File: config.mk
export PLATFORM = sky130hd
export DESIGN_NAME = pwm_tc_gen
export DESIGN_NICKNAME = d
export VERILOG_FILES = /design/src/rtl/pwm_tc_pkg.sv /design/src/rtl/pwm_tc_downcnt.sv /design/src/rtl/pwm_tc_cfgreg.sv /design/src/rtl/pwm_tc_srflop.sv /design/src/rtl/pwm_tc_gen.sv
export SDC_FILE = /design/constraint.sdc
export NUM_CORES = 1
export LEC_CHECK = 0
export ABC_AREA = 1
export BUFFER_PORTS_ARGS = -buffer_cell sky130_fd_sc_hd__buf_4
export CAP_MARGIN = 20
export CORE_ASPECT_RATIO = 1.5
export CORE_MARGIN = 5
export CORE_UTILIZATION = 41
export CTS_CLUSTER_SIZE = 20
export DETAILED_ROUTE_END_ITERATION = 8
export PLACE_DENSITY = 0.71
export SYNTH_ARGS = -nofsm -noshare
export SYNTH_HDL_FRONTEND = slang
export SYNTH_SLANG_ARGS = --single-unit
File: constraint.sdc
create_clock -name clk -period 2.39 [get_ports clk]
set_clock_uncertainty 0.2 [all_clocks]
set_input_delay 0.478 -clock clk [delete_from_list [all_inputs] [get_ports clk]]
set_output_delay 0.478 -clock clk [all_outputs]
set_load 0.01 [all_outputs]
File: src/rtl/pwm_tc_pkg.sv
package pwm_tc_pkg;

   // Behaviour of a down counter once it has reached zero and keeps stepping
   typedef enum logic {
      WRAP_ROLL = 1'b0,
      WRAP_HOLD = 1'b1
   } wrap_e;

endpackage

File: src/rtl/pwm_tc_downcnt.sv
module pwm_tc_downcnt
   import pwm_tc_pkg::*;
#(
   parameter int unsigned W    = 8,
   parameter wrap_e       WRAP = WRAP_HOLD
) (
   input  logic         clk,
   input  logic         rst,
   input  logic         step,
   input  logic         load,
   input  logic [W-1:0] load_val,
   output logic         tc
);

   localparam int unsigned DW = W + 1;

   logic [W-1:0]  count_q;
   logic [DW-1:0] diff;
   logic [W-1:0]  count_nxt;

   if (W < 1) begin : g_bad_width
      $error("pwm_tc_downcnt: W must be at least 1");
   end

   // Borrow out of the decrementer is the terminal count
   assign diff = {1'b0, count_q} - {{W{1'b0}}, 1'b1};
   assign tc   = diff[DW-1];

   if (WRAP == WRAP_HOLD) begin : g_hold
      assign count_nxt = tc ? '0 : diff[W-1:0];
   end else begin : g_roll
      assign count_nxt = diff[W-1:0];
   end

   always_ff @(posedge clk) begin
      if (rst) begin
         count_q <= '0;
      end else if (load) begin
         count_q <= load_val;
      end else if (step) begin
         count_q <= count_nxt;
      end
   end

   p_load_takes_r2 : assert property (@(posedge clk) disable iff (rst)
      load |=> (count_q == $past(load_val)));

   if (WRAP == WRAP_HOLD) begin : g_hold_chk
      p_zero_sticks_r8 : assert property (@(posedge clk) disable iff (rst)
         (tc && step && !load) |=> tc);
   end

endmodule

File: src/rtl/pwm_tc_cfgreg.sv
module pwm_tc_cfgreg #(
   parameter int unsigned    W       = 8,
   parameter logic [W-1:0]   RST_VAL = '0
) (
   input  logic         clk,
   input  logic         rst,
   input  logic         wr,
   input  logic [W-1:0] wdata,
   output logic [W-1:0] value
);

   always_ff @(posedge clk) begin
      if (rst) begin
         value <= RST_VAL;
      end else if (wr) begin
         value <= wdata;
      end
   end

   p_hold_unwritten_r6 : assert property (@(posedge clk) disable iff (rst)
      !wr |=> $stable(value));

endmodule

File: src/rtl/pwm_tc_srflop.sv
module pwm_tc_srflop (
   input  logic clk,
   input  logic rst,
   input  logic set,
   input  logic set_val,
   input  logic clr,
   output logic q
);

   // Set (frame reload) wins over clear (duty borrow)
   always_ff @(posedge clk) begin
      if (rst) begin
         q <= 1'b0;
      end else if (set) begin
         q <= set_val;
      end else if (clr) begin
         q <= 1'b0;
      end
   end

   p_set_wins_r5 : assert property (@(posedge clk) disable iff (rst)
      (set && set_val) |=> q);

endmodule

File: src/rtl/pwm_tc_gen.sv
module pwm_tc_gen
   import pwm_tc_pkg::*;
#(
   parameter int unsigned        CNT_W      = 8,
   parameter logic [CNT_W-1:0]   RST_PERIOD = 9,
   parameter logic [CNT_W-1:0]   RST_MARK   = 3
) (
   input  logic             clk,
   input  logic             rst,
   input  logic             en,
   input  logic             wr_period,
   input  logic [CNT_W-1:0] period_in,
   input  logic             wr_mark,
   input  logic [CNT_W-1:0] mark_in,
   output logic             pwm_out,
   output logic             frame_start
);

   localparam int unsigned MW = CNT_W + 1;

   logic [CNT_W-1:0] period_q;
   logic [CNT_W-1:0] mark_q;
   logic [MW-1:0]    mark_dec;
   logic             mark_zero;
   logic [CNT_W-1:0] duty_seed;
   logic             frame_tc;
   logic             duty_tc;
   logic             frame_load;
   logic             duty_clr;
   logic             start_q;

   if (CNT_W < 2) begin : g_bad_width
      $error("pwm_tc_gen: CNT_W must be at least 2");
   end

   pwm_tc_cfgreg #(.W(CNT_W), .RST_VAL(RST_PERIOD)) u_period (
      .clk   (clk),
      .rst   (rst),
      .wr    (wr_period),
      .wdata (period_in),
      .value (period_q)
   );

   pwm_tc_cfgreg #(.W(CNT_W), .RST_VAL(RST_MARK)) u_mark (
      .clk   (clk),
      .rst   (rst),
      .wr    (wr_mark),
      .wdata (mark_in),
      .value (mark_q)
   );

   // Duty counter is seeded with mark-1 so its borrow ends the high phase
   // after exactly mark cycles; the same borrow flags a zero mark.
   assign mark_dec  = {1'b0, mark_q} - {{CNT_W{1'b0}}, 1'b1};
   assign mark_zero = mark_dec[MW-1];
   assign duty_seed = mark_zero ? '0 : mark_dec[CNT_W-1:0];

   assign frame_load = en & frame_tc;
   assign duty_clr   = en & duty_tc;

   pwm_tc_downcnt #(.W(CNT_W), .WRAP(WRAP_ROLL)) u_frame_cnt (
      .clk      (clk),
      .rst      (rst),
      .step     (en),
      .load     (frame_load),
      .load_val (period_q),
      .tc       (frame_tc)
   );

   pwm_tc_downcnt #(.W(CNT_W), .WRAP(WRAP_HOLD)) u_duty_cnt (
      .clk      (clk),
      .rst      (rst),
      .step     (en),
      .load     (frame_load),
      .load_val (duty_seed),
      .tc       (duty_tc)
   );

   pwm_tc_srflop u_out (
      .clk     (clk),
      .rst     (rst),
      .set     (frame_load),
      .set_val (~mark_zero),
      .clr     (duty_clr),
      .q       (pwm_out)
   );

   always_ff @(posedge clk) begin
      if (rst) begin
         start_q <= 1'b0;
      end else begin
         start_q <= frame_load;
      end
   end

   assign frame_start = start_q;

   p_reset_quiet_r1 : assert property (@(posedge clk)
      rst |=> (!pwm_out && !frame_start));

   p_idle_hold_r7 : assert property (@(posedge clk) disable iff (rst)
      !en |=> ($stable(pwm_out) && !frame_start));

   p_rise_only_at_start_r8 : assert property (@(posedge clk) disable iff (rst)
      $rose(pwm_out) |-> frame_start);

   p_start_needs_enable_r2 : assert property (@(posedge clk) disable iff (rst)
      frame_start |-> $past(en));

endmodule

### After elaboration in Yosys (flattened, before gate mapping)

Cells that the tools add are included.

* RAM bits: 0
* input port bits: 21
* bits in latches: 0
* ROM bits: 0
* logic and storage cells: 22
* output and inout bits: 2
* register bits: 34
* memories: 0

* shift-type cells: 0
* multiply operators: 0
* eq/ne operators: 0
* muxes and demuxes: 8
* $lt $le $gt $ge: 0
* bitwise gates (word level): 3
* add/sub/neg operators: 3
* divide/modulo/power cells: 0
* reductions and logical operators: 2

Operators with widths (count)
* $mux W8: 6
* $sub A8 B1 Y9 const B: 3
* $reduce_bool A2 Y1: 2
* $and A1 B1 Y1: 2
* $mux W1: 2
* $not A1 Y1: 1

### Logic depth before layout (Yosys ltp)

Gate-level depths: netlist of the first run.

* word-level depth: 4
* gate-level depth with buffers: 10
* gate-level depth less buffers: 10

### Cells and area by module

Synthesis of the first run repeated with hierarchy kept, for this count alone.

* cell total of the unflattened synthesis: 315
* area total of the unflattened synthesis: 2023.2 um^2

By module, submodules not included
* pwm_tc_cfgreg: times used 2, area each 316.6 um^2, cells an instance 47, sequential area each 160.2 um^2
* pwm_tc_downcnt at u_duty_cnt: times used 1, area each 568.0 um^2, cells an instance 72, sequential area each 160.2 um^2
* pwm_tc_downcnt at u_frame_cnt: times used 1, area each 511.7 um^2, cells an instance 84, sequential area each 160.2 um^2
* pwm_tc_gen: times used 1, area each 262.8 um^2, cells an instance 57, sequential area each 20.0 um^2
* pwm_tc_srflop: times used 1, area each 47.5 um^2, cells an instance 8, sequential area each 20.0 um^2

### Worst setup path before layout of the first run

Ideal clock, no wire load.

* kind: register -> register
* start point: register u_frame_cnt.count_q[0]
* end point: register u_duty_cnt.count_q[5]
* library setup time: 109 ps
* setup slack: 889 ps
* required time: 2081 ps
* arrival: 1192 ps
* buffers on the path: 1
* period minus slack after synthesis: 1501 ps
* cell stages (with the launch flop): 11
* cells stage by stage: dfxtp_1 inv_2 ha_1 nand2_1 nor2_4 nand3_4 buf_6 nand4_1 nand3_1 nand2_1 inv_1

* longest elaborated chain between the ends: 3
* elaborated cells on any way between the ends: 4
* those cells by class: add/sub: 1; mux: 1; bitwise: 1; reduce/logical: 1

RTL lines
* from (decl): RTL line pwm_tc_downcnt.sv:17 `logic [W-1:0] count_q;`
* from (signal assigned): RTL line pwm_tc_downcnt.sv:39 `count_q <= load_val;`
* from (signal assigned): RTL line pwm_tc_downcnt.sv:41 `count_q <= count_nxt;`
* $sub A8 B1 Y9 (*): RTL line pwm_tc_downcnt.sv:26 `assign diff = {1'b0, count_q} - {{W{1'b0}}, 1'b1};`
* $and A1 B1 Y1 (*): RTL line pwm_tc_gen.sv:58 `assign frame_load = en & frame_tc;`
* $mux W8 or $reduce_bool A2 Y1 (tied branches)
* to (signal assigned): RTL line pwm_tc_downcnt.sv:39
* to (signal assigned): RTL line pwm_tc_downcnt.sv:41
* to (decl): RTL line pwm_tc_downcnt.sv:17

Mark *: on every way between the ends. The rest lies on a longest branch, timed or not.
A chain may end at the register's enable or synchronous reset.

### Final worst setup path of the first run

* start point: register u_frame_cnt.count_q[0]
* end point: register u_duty_cnt.count_q[4]

Same word-level chain as after synthesis.

==> qor.csv, run 1 <==
metric,value,unit
rsz0062_at_grt,no,
crit_top_cell,nand2_1,
final_nets,334,
die_h,93.31,um
max_slew_margin,0.7039,
clock_sinks,34,
core-area,4504,sq um
ys_seq_elements,34,
worst_path_dominant_cell_family,simple AND/OR/NAND/NOR gates,
finalSetupTns,0,ns
hold_viol,0,
slew_violations,0,
via_per_inst,5.170,
maxCapViolations,0,
synth_fa_ha_area_frac,0.01979,
drt-total-wl,4192,um
synth-seq-area-share,0.3588,
initial_core_util,0.4211,
hold_buffers,0,
p_leak,1.053,nW
final_antenna_net_count,0,
synth_cells,289,
synth_top_family_by_area,simple AND/OR/NAND/NOR gates,
insertion_delay,0.29,ns
synthXorXnorAreaFrac,0.02770,
critPathArrivalTime,1.81,ns
period_share,0.7395,
synthMuxAreaShare,0,
syn_to_final_growth,14.31,%
grt_max_degree,20,
final_area,2168,sq um
num_rows,30,
yosysWarnings,0,
post_cts.repair.setup_buffers,0,
grt.total_usage,0.1477,
synth_compound_area_frac,0.1609,
grt-ovfl-total,0,
path_cells,inv_2 > ha_1 > nand2_1 > nor2_4 > nand3_4 > nor2_4 > nand2_1 > nand3_1 > nand2_1 > inv_1,
syn_avg_cell_area,6.563,sq um
io_buffers,22,
drc,0,
postPlaceCellArea,2073,sq um
pre_cts_slack,0.6423,ns
cts_tree,built,
clk_pin_slew_worst_paths,0.07,ns
die_x,65.54,um
drt_first_pass_iters,4,
dp.cells,351,
hp-class,in2reg,
vias,1856,
min_period,1.767,ns
cts_made_buffers,5,
peakVddDrop,0.4356,mV
grt_pass1_vias,1663,
postCtsResizedCells,0,
final_cells,359,
path_max_fanout,16,
netlist_area,1897,sq um
min_path_cells,3,
critPathBufInv,2,
fillers,463,
synth_nets,313,
worstSetupPathType,reg2reg,
setup_violations,0,
antenna_found_initial,0,
h-tree-depth,2,
root_buffer,clkbuf_8,
worst_slack,0.6226,ns
cp_data_required_time,2.43,ns
tightest_slew,0.4425,ns
wire_per_inst,11.68,um
max_stage_delay,0.32,ns
dieArea,6115,sq um
diodes,0,
grt_first_pass_wirelength,7044,um
clock_path_buffers,2,
endpoint_kind,flop,
crit_cells,10,
worst_path_max_delay_cell,dfxtp_1,
io_pins,23,
power_density,791.3,nW/um^2
outcome,completed,
gp_congestion,0.8759,
ys_types,24,
drt_iter0_drc,44,
startpoint_type,flop,
synth-simple-area-share,0.3199,
dp_hpwl,3127,um
reg2regPathDepth,10,
drive_above_1_share,0.1704,
max_freq,565.8,MHz
through the flow:
step | util | power, mW | hold WS, ns
2_1_floorplan | - | 1.150 | 0.2277
3_3_place_gp | 0.4603 | 1.264 | 0.2499
3_5_place_dp | 0.4603 | 1.272 | 0.2538
4_1_cts | 0.4814 | 1.726 | 0.1964
5_1_grt | 0.4814 | 1.836 | 0.2062
6_report | 0.4814 | 1.716 | 0.2010
worst min-delay path, cell delays in order:
cell and delay [ns]:
buf_4 0.07, nand2_1 0.04, nand3_1 0.06
worst paths after layout:
check             slack, ns                                 from                                 end
setup / recovery       0.62  u_frame_cnt.count_q[0]$_SDFFE_PP0P_  u_duty_cnt.count_q[4]$_SDFFE_PP0P_
hold / removal         0.20                         period_in[0]      u_period.value[0]$_SDFFE_PP1P_
setup reg to reg       0.62  u_frame_cnt.count_q[0]$_SDFFE_PP0P_  u_duty_cnt.count_q[4]$_SDFFE_PP0P_
hold reg to reg        0.26       u_period.value[3]$_SDFFE_PP1P_      u_period.value[3]$_SDFFE_PP1P_
sequential cells by signal, indices dropped and copies added, names as in the netlist:
| signal | count |
|---|---|
| frame_start | 1 |
| u_duty_cnt.count_q | 8 |
| u_frame_cnt.count_q | 8 |
| u_mark.value | 8 |
| u_out.q | 1 |
| u_period.value | 8 |
cells by family after synthesis:
group	Yosys count
flops	34
fa+ha+maj	3
compound gates	60
simple gates	134
buf+inv	52
xor+xnor	6
layer usage:
metal	vias up	global-route usage	wire [um]
met1	819	0.1600	1740
met4	0	0.08478	106
li1	976	-	-
met3	9	0.02885	199
met5	-	0	0
met2	52	0.2612	2145
final cells by class:
cell class | instances | area [sq um] | share of cell area
timing repair buffer | 22 | 165.2 | 0.07617
multi-input combinational | 203 | 1002 | 0.4622
clock buffer | 6 | 82.58 | 0.03808
sequential | 34 | 680.7 | 0.3139
clock inverter | 2 | 12.51 | 0.005770
tap | 48 | 60.06 | 0.02770
inverter | 44 | 165.2 | 0.07617
placed cells by master (no fill, tap or decap), types with 2 or more instances in the layout:
cell type | netlist | final
nand2_1 | 57 | 57
nor2_1 | 36 | 36
dfxtp_1 | 34 | 34
inv_1 | 33 | 33
a21oi_1 | 32 | 32
nand3_1 | 23 | 23
buf_4 | 2 | 22
o21ai_0 | 18 | 18
inv_2 | 11 | 11
o21ai_1 | 8 | 8
nand4_1 | 7 | 7
xor2_1 | 6 | 6
clkbuf_8 | 0 | 6
nor2_2 | 4 | 4
nor2_4 | 3 | 3
ha_1 | 3 | 3
nand2_2 | 2 | 2
cells in the mapped netlist:
| cell | number | area [sq um] |
|---|---|---|
| nand2_1 | 57 | 214.0 |
| nor2_1 | 36 | 135.1 |
| dfxtp_1 | 34 | 680.7 |
| inv_1 | 33 | 123.9 |
| a21oi_1 | 32 | 160.2 |
| nand3_1 | 23 | 115.1 |
| o21ai_0 | 18 | 90.09 |
| inv_2 | 11 | 41.29 |
| o21ai_1 | 8 | 40.04 |
| nand4_1 | 7 | 43.79 |
| xor2_1 | 6 | 52.55 |
| nor2_2 | 4 | 25.02 |
| buf_2 | 3 | 15.01 |
| ha_1 | 3 | 37.54 |
| nor2_4 | 3 | 33.78 |
| buf_4 | 2 | 15.01 |
| nand2_2 | 2 | 12.51 |
| a21oi_2 | 1 | 8.760 |
| buf_1 | 1 | 3.750 |
| buf_6 | 1 | 11.26 |
| clkbuf_1 | 1 | 3.750 |
| nand3_2 | 1 | 10.01 |
| nand3_4 | 1 | 17.52 |
| o22ai_1 | 1 | 6.260 |
power by group:
| part | leakage (nW) | internal [mW] | switching [mW] |
|---|---|---|---|
| logic | 0.724 | 0.219 | 0.347 |
| registers | 0.282 | 0.636 | 0.0601 |
| clock network | 0.0472 | 0.232 | 0.222 |
| total | 1.05 | 1.09 | 0.630 |
Note: power is estimated with default switching activity, not from simulation.
==> run 2, diff against run 1 <==
PLACE_DENSITY = 0.73   (was 0.71)
clock period = 1.5 ns   (was 2.39 ns; I/O delays follow)
==> qor.csv, run 2 (same netlist as run 1, synthesis figures left out) <==
metric,value,unit
insertion_delay,0.29,ns
grt_pass1_vias,1847,
critPathArrivalTime,1.60,ns
drt-total-wl,4637,um
io_pins,23,
min_period,1.599,ns
startpoint_type,flop,
h-tree-depth,2,
path_cells,inv_2 > ha_4 > buf_4 > inv_1 > nor2_4 > nand4_1 > nand3_1 > nand2_1 > a21oi_1,
tightest_slew,0.2754,ns
dp.cells,370,
vias,1977,
clock_sinks,34,
grt-ovfl-total,0,
p_total,3.025,mW
critPathBufInv,3,
power_density,1235,nW/um^2
antenna_found_initial,0,
outcome,"finished, violations left",
worst_path_dominant_cell_family,simple AND/OR/NAND/NOR gates,
syn_to_final_growth,29.16,%
num_rows,30,
rsz0062_at_grt,yes,
worst_path_max_delay_cell,dfxtp_2,
grt_max_degree,17,
final_antenna_net_count,0,
dieArea,6115,sq um
io_buffers,22,
clock_path_buffers,2,
die_h,93.31,um
initial_core_util,0.4211,
worst_slack,-0.09894,ns
final_cells,382,
peakVddDrop,0.6743,mV
drive_above_1_share,0.2844,
pre_cts_slack,-0.1474,ns
cp_data_required_time,1.51,ns
failed_checks,negative setup slack,
layout_common_cells,"52 x nand2_1, 41 x buf_4, 33 x inv_1, 33 x nor2_1, 30 x dfxtp_1",
drt_iter0_drc,62,
grt_first_pass_wirelength,7928,um
max_stage_delay,0.32,ns
wire_per_inst,12.14,um
dp_hpwl,3400,um
period_share,1.066,
hp-class,in2reg,
maxCapViolations,0,
gp_congestion,0.9079,
hold_viol,0,
root_buffer,clkbuf_8,
fillers,445,
worstSetupPathType,reg2reg,
endpoint_kind,flop,
path_max_fanout,3,
final_nets,357,
final_common_cell,nand2_1,
die_x,65.54,um
drt_first_pass_iters,4,
p_leak,1.188,nW
max_slew_margin,0.8157,
final_area,2450,sq um
diodes,0,
clk_pin_slew_worst_paths,0.07,ns
drc,0,
via_per_inst,5.175,
max_freq,625.4,MHz
setup_violations,12,
grt.total_usage,0.1632,
core-area,4504,sq um
hold_buffers,0,
postPlaceCellArea,2228,sq um
slew_violations,0,
cts_made_buffers,5,
cts_tree,built,
## run 2: cell types whose count changed in the layout (fill, tap and decap cells not counted), moves of 4 or more
cell	previous run	this run
buf_4	22	41
nand2_1	57	52
dfxtp_2	0	4
nand2_2	2	6
dfxtp_1	34	30
## run 2: layout make-up
| cell class | count | area, sq um | share of cell area |
|---|---|---|---|
| inverters | 44 | 165.2 | 0.06742 |
| multi-input cells | 203 | 1086 | 0.4433 |
| flip-flops and latches | 34 | 685.7 | 0.2799 |
| repair buffers | 45 | 361.6 | 0.1476 |
| well taps | 48 | 60.06 | 0.02451 |
| clock buffers | 7 | 86.33 | 0.03524 |
| clock inverters | 1 | 5.005 | 0.002043 |
## run 2: stage by stage
step           hold slack [ns]  TNS [ns]  utilization
4_1_cts                0.01792   -0.9708       0.5297
2_1_floorplan           0.2110         0            -
5_1_grt                0.02314    -1.948       0.5439
6_report               0.02281   -0.4417       0.5439
3_5_place_dp            0.2486    -1.497       0.4947
3_3_place_gp            0.2466   -0.7469       0.4947
## run 2: repair_timing
action,in CTS,in global routing
setup endpoints to repair,16,17
pin swaps,16,8
gates cloned,0,0
resized for setup,11,19
setup buffers,3,1
## run 2: path summary, 6_finish.rpt
path | start | endpoint | slack, ns | depth (start not counted)
worst min register to register | u_period.value[1]$_SDFFE_PP0P_ | u_frame_cnt.count_q[1]$_SDFFE_PP0P_ | 0.26 | 2
worst max register to register | u_frame_cnt.count_q[0]$_SDFFE_PP0P_ | u_frame_cnt.count_q[7]$_SDFFE_PP0P_ | -0.1 | 9
worst max-delay path | u_frame_cnt.count_q[0]$_SDFFE_PP0P_ | u_frame_cnt.count_q[7]$_SDFFE_PP0P_ | -0.1 | 9
worst min-delay path | period_in[0] | u_period.value[0]$_SDFFE_PP1P_ | 0.02 | 3
## run 2: where the power goes
group | switching (mW) | leakage [nW] | internal (mW)
Clock | 0.336 | 0.0482 | 0.370
Combinational | 0.675 | 0.857 | 0.528
Sequential | 0.0970 | 0.283 | 1.02
## run 2: worst min-delay path, cell delays in order
cell,delay (ns)
buf_4,0.07
nand2_1,0.04
nand3_1,0.06
## run 2: layer usage
metal,up-vias,global-route usage,share of wire
met5,-,0,0
met4,0,0.07439,0.024
met3,11,0.02644,0.035
met2,42,0.2925,0.53
met1,909,0.1847,0.41
li1,1015,-,-
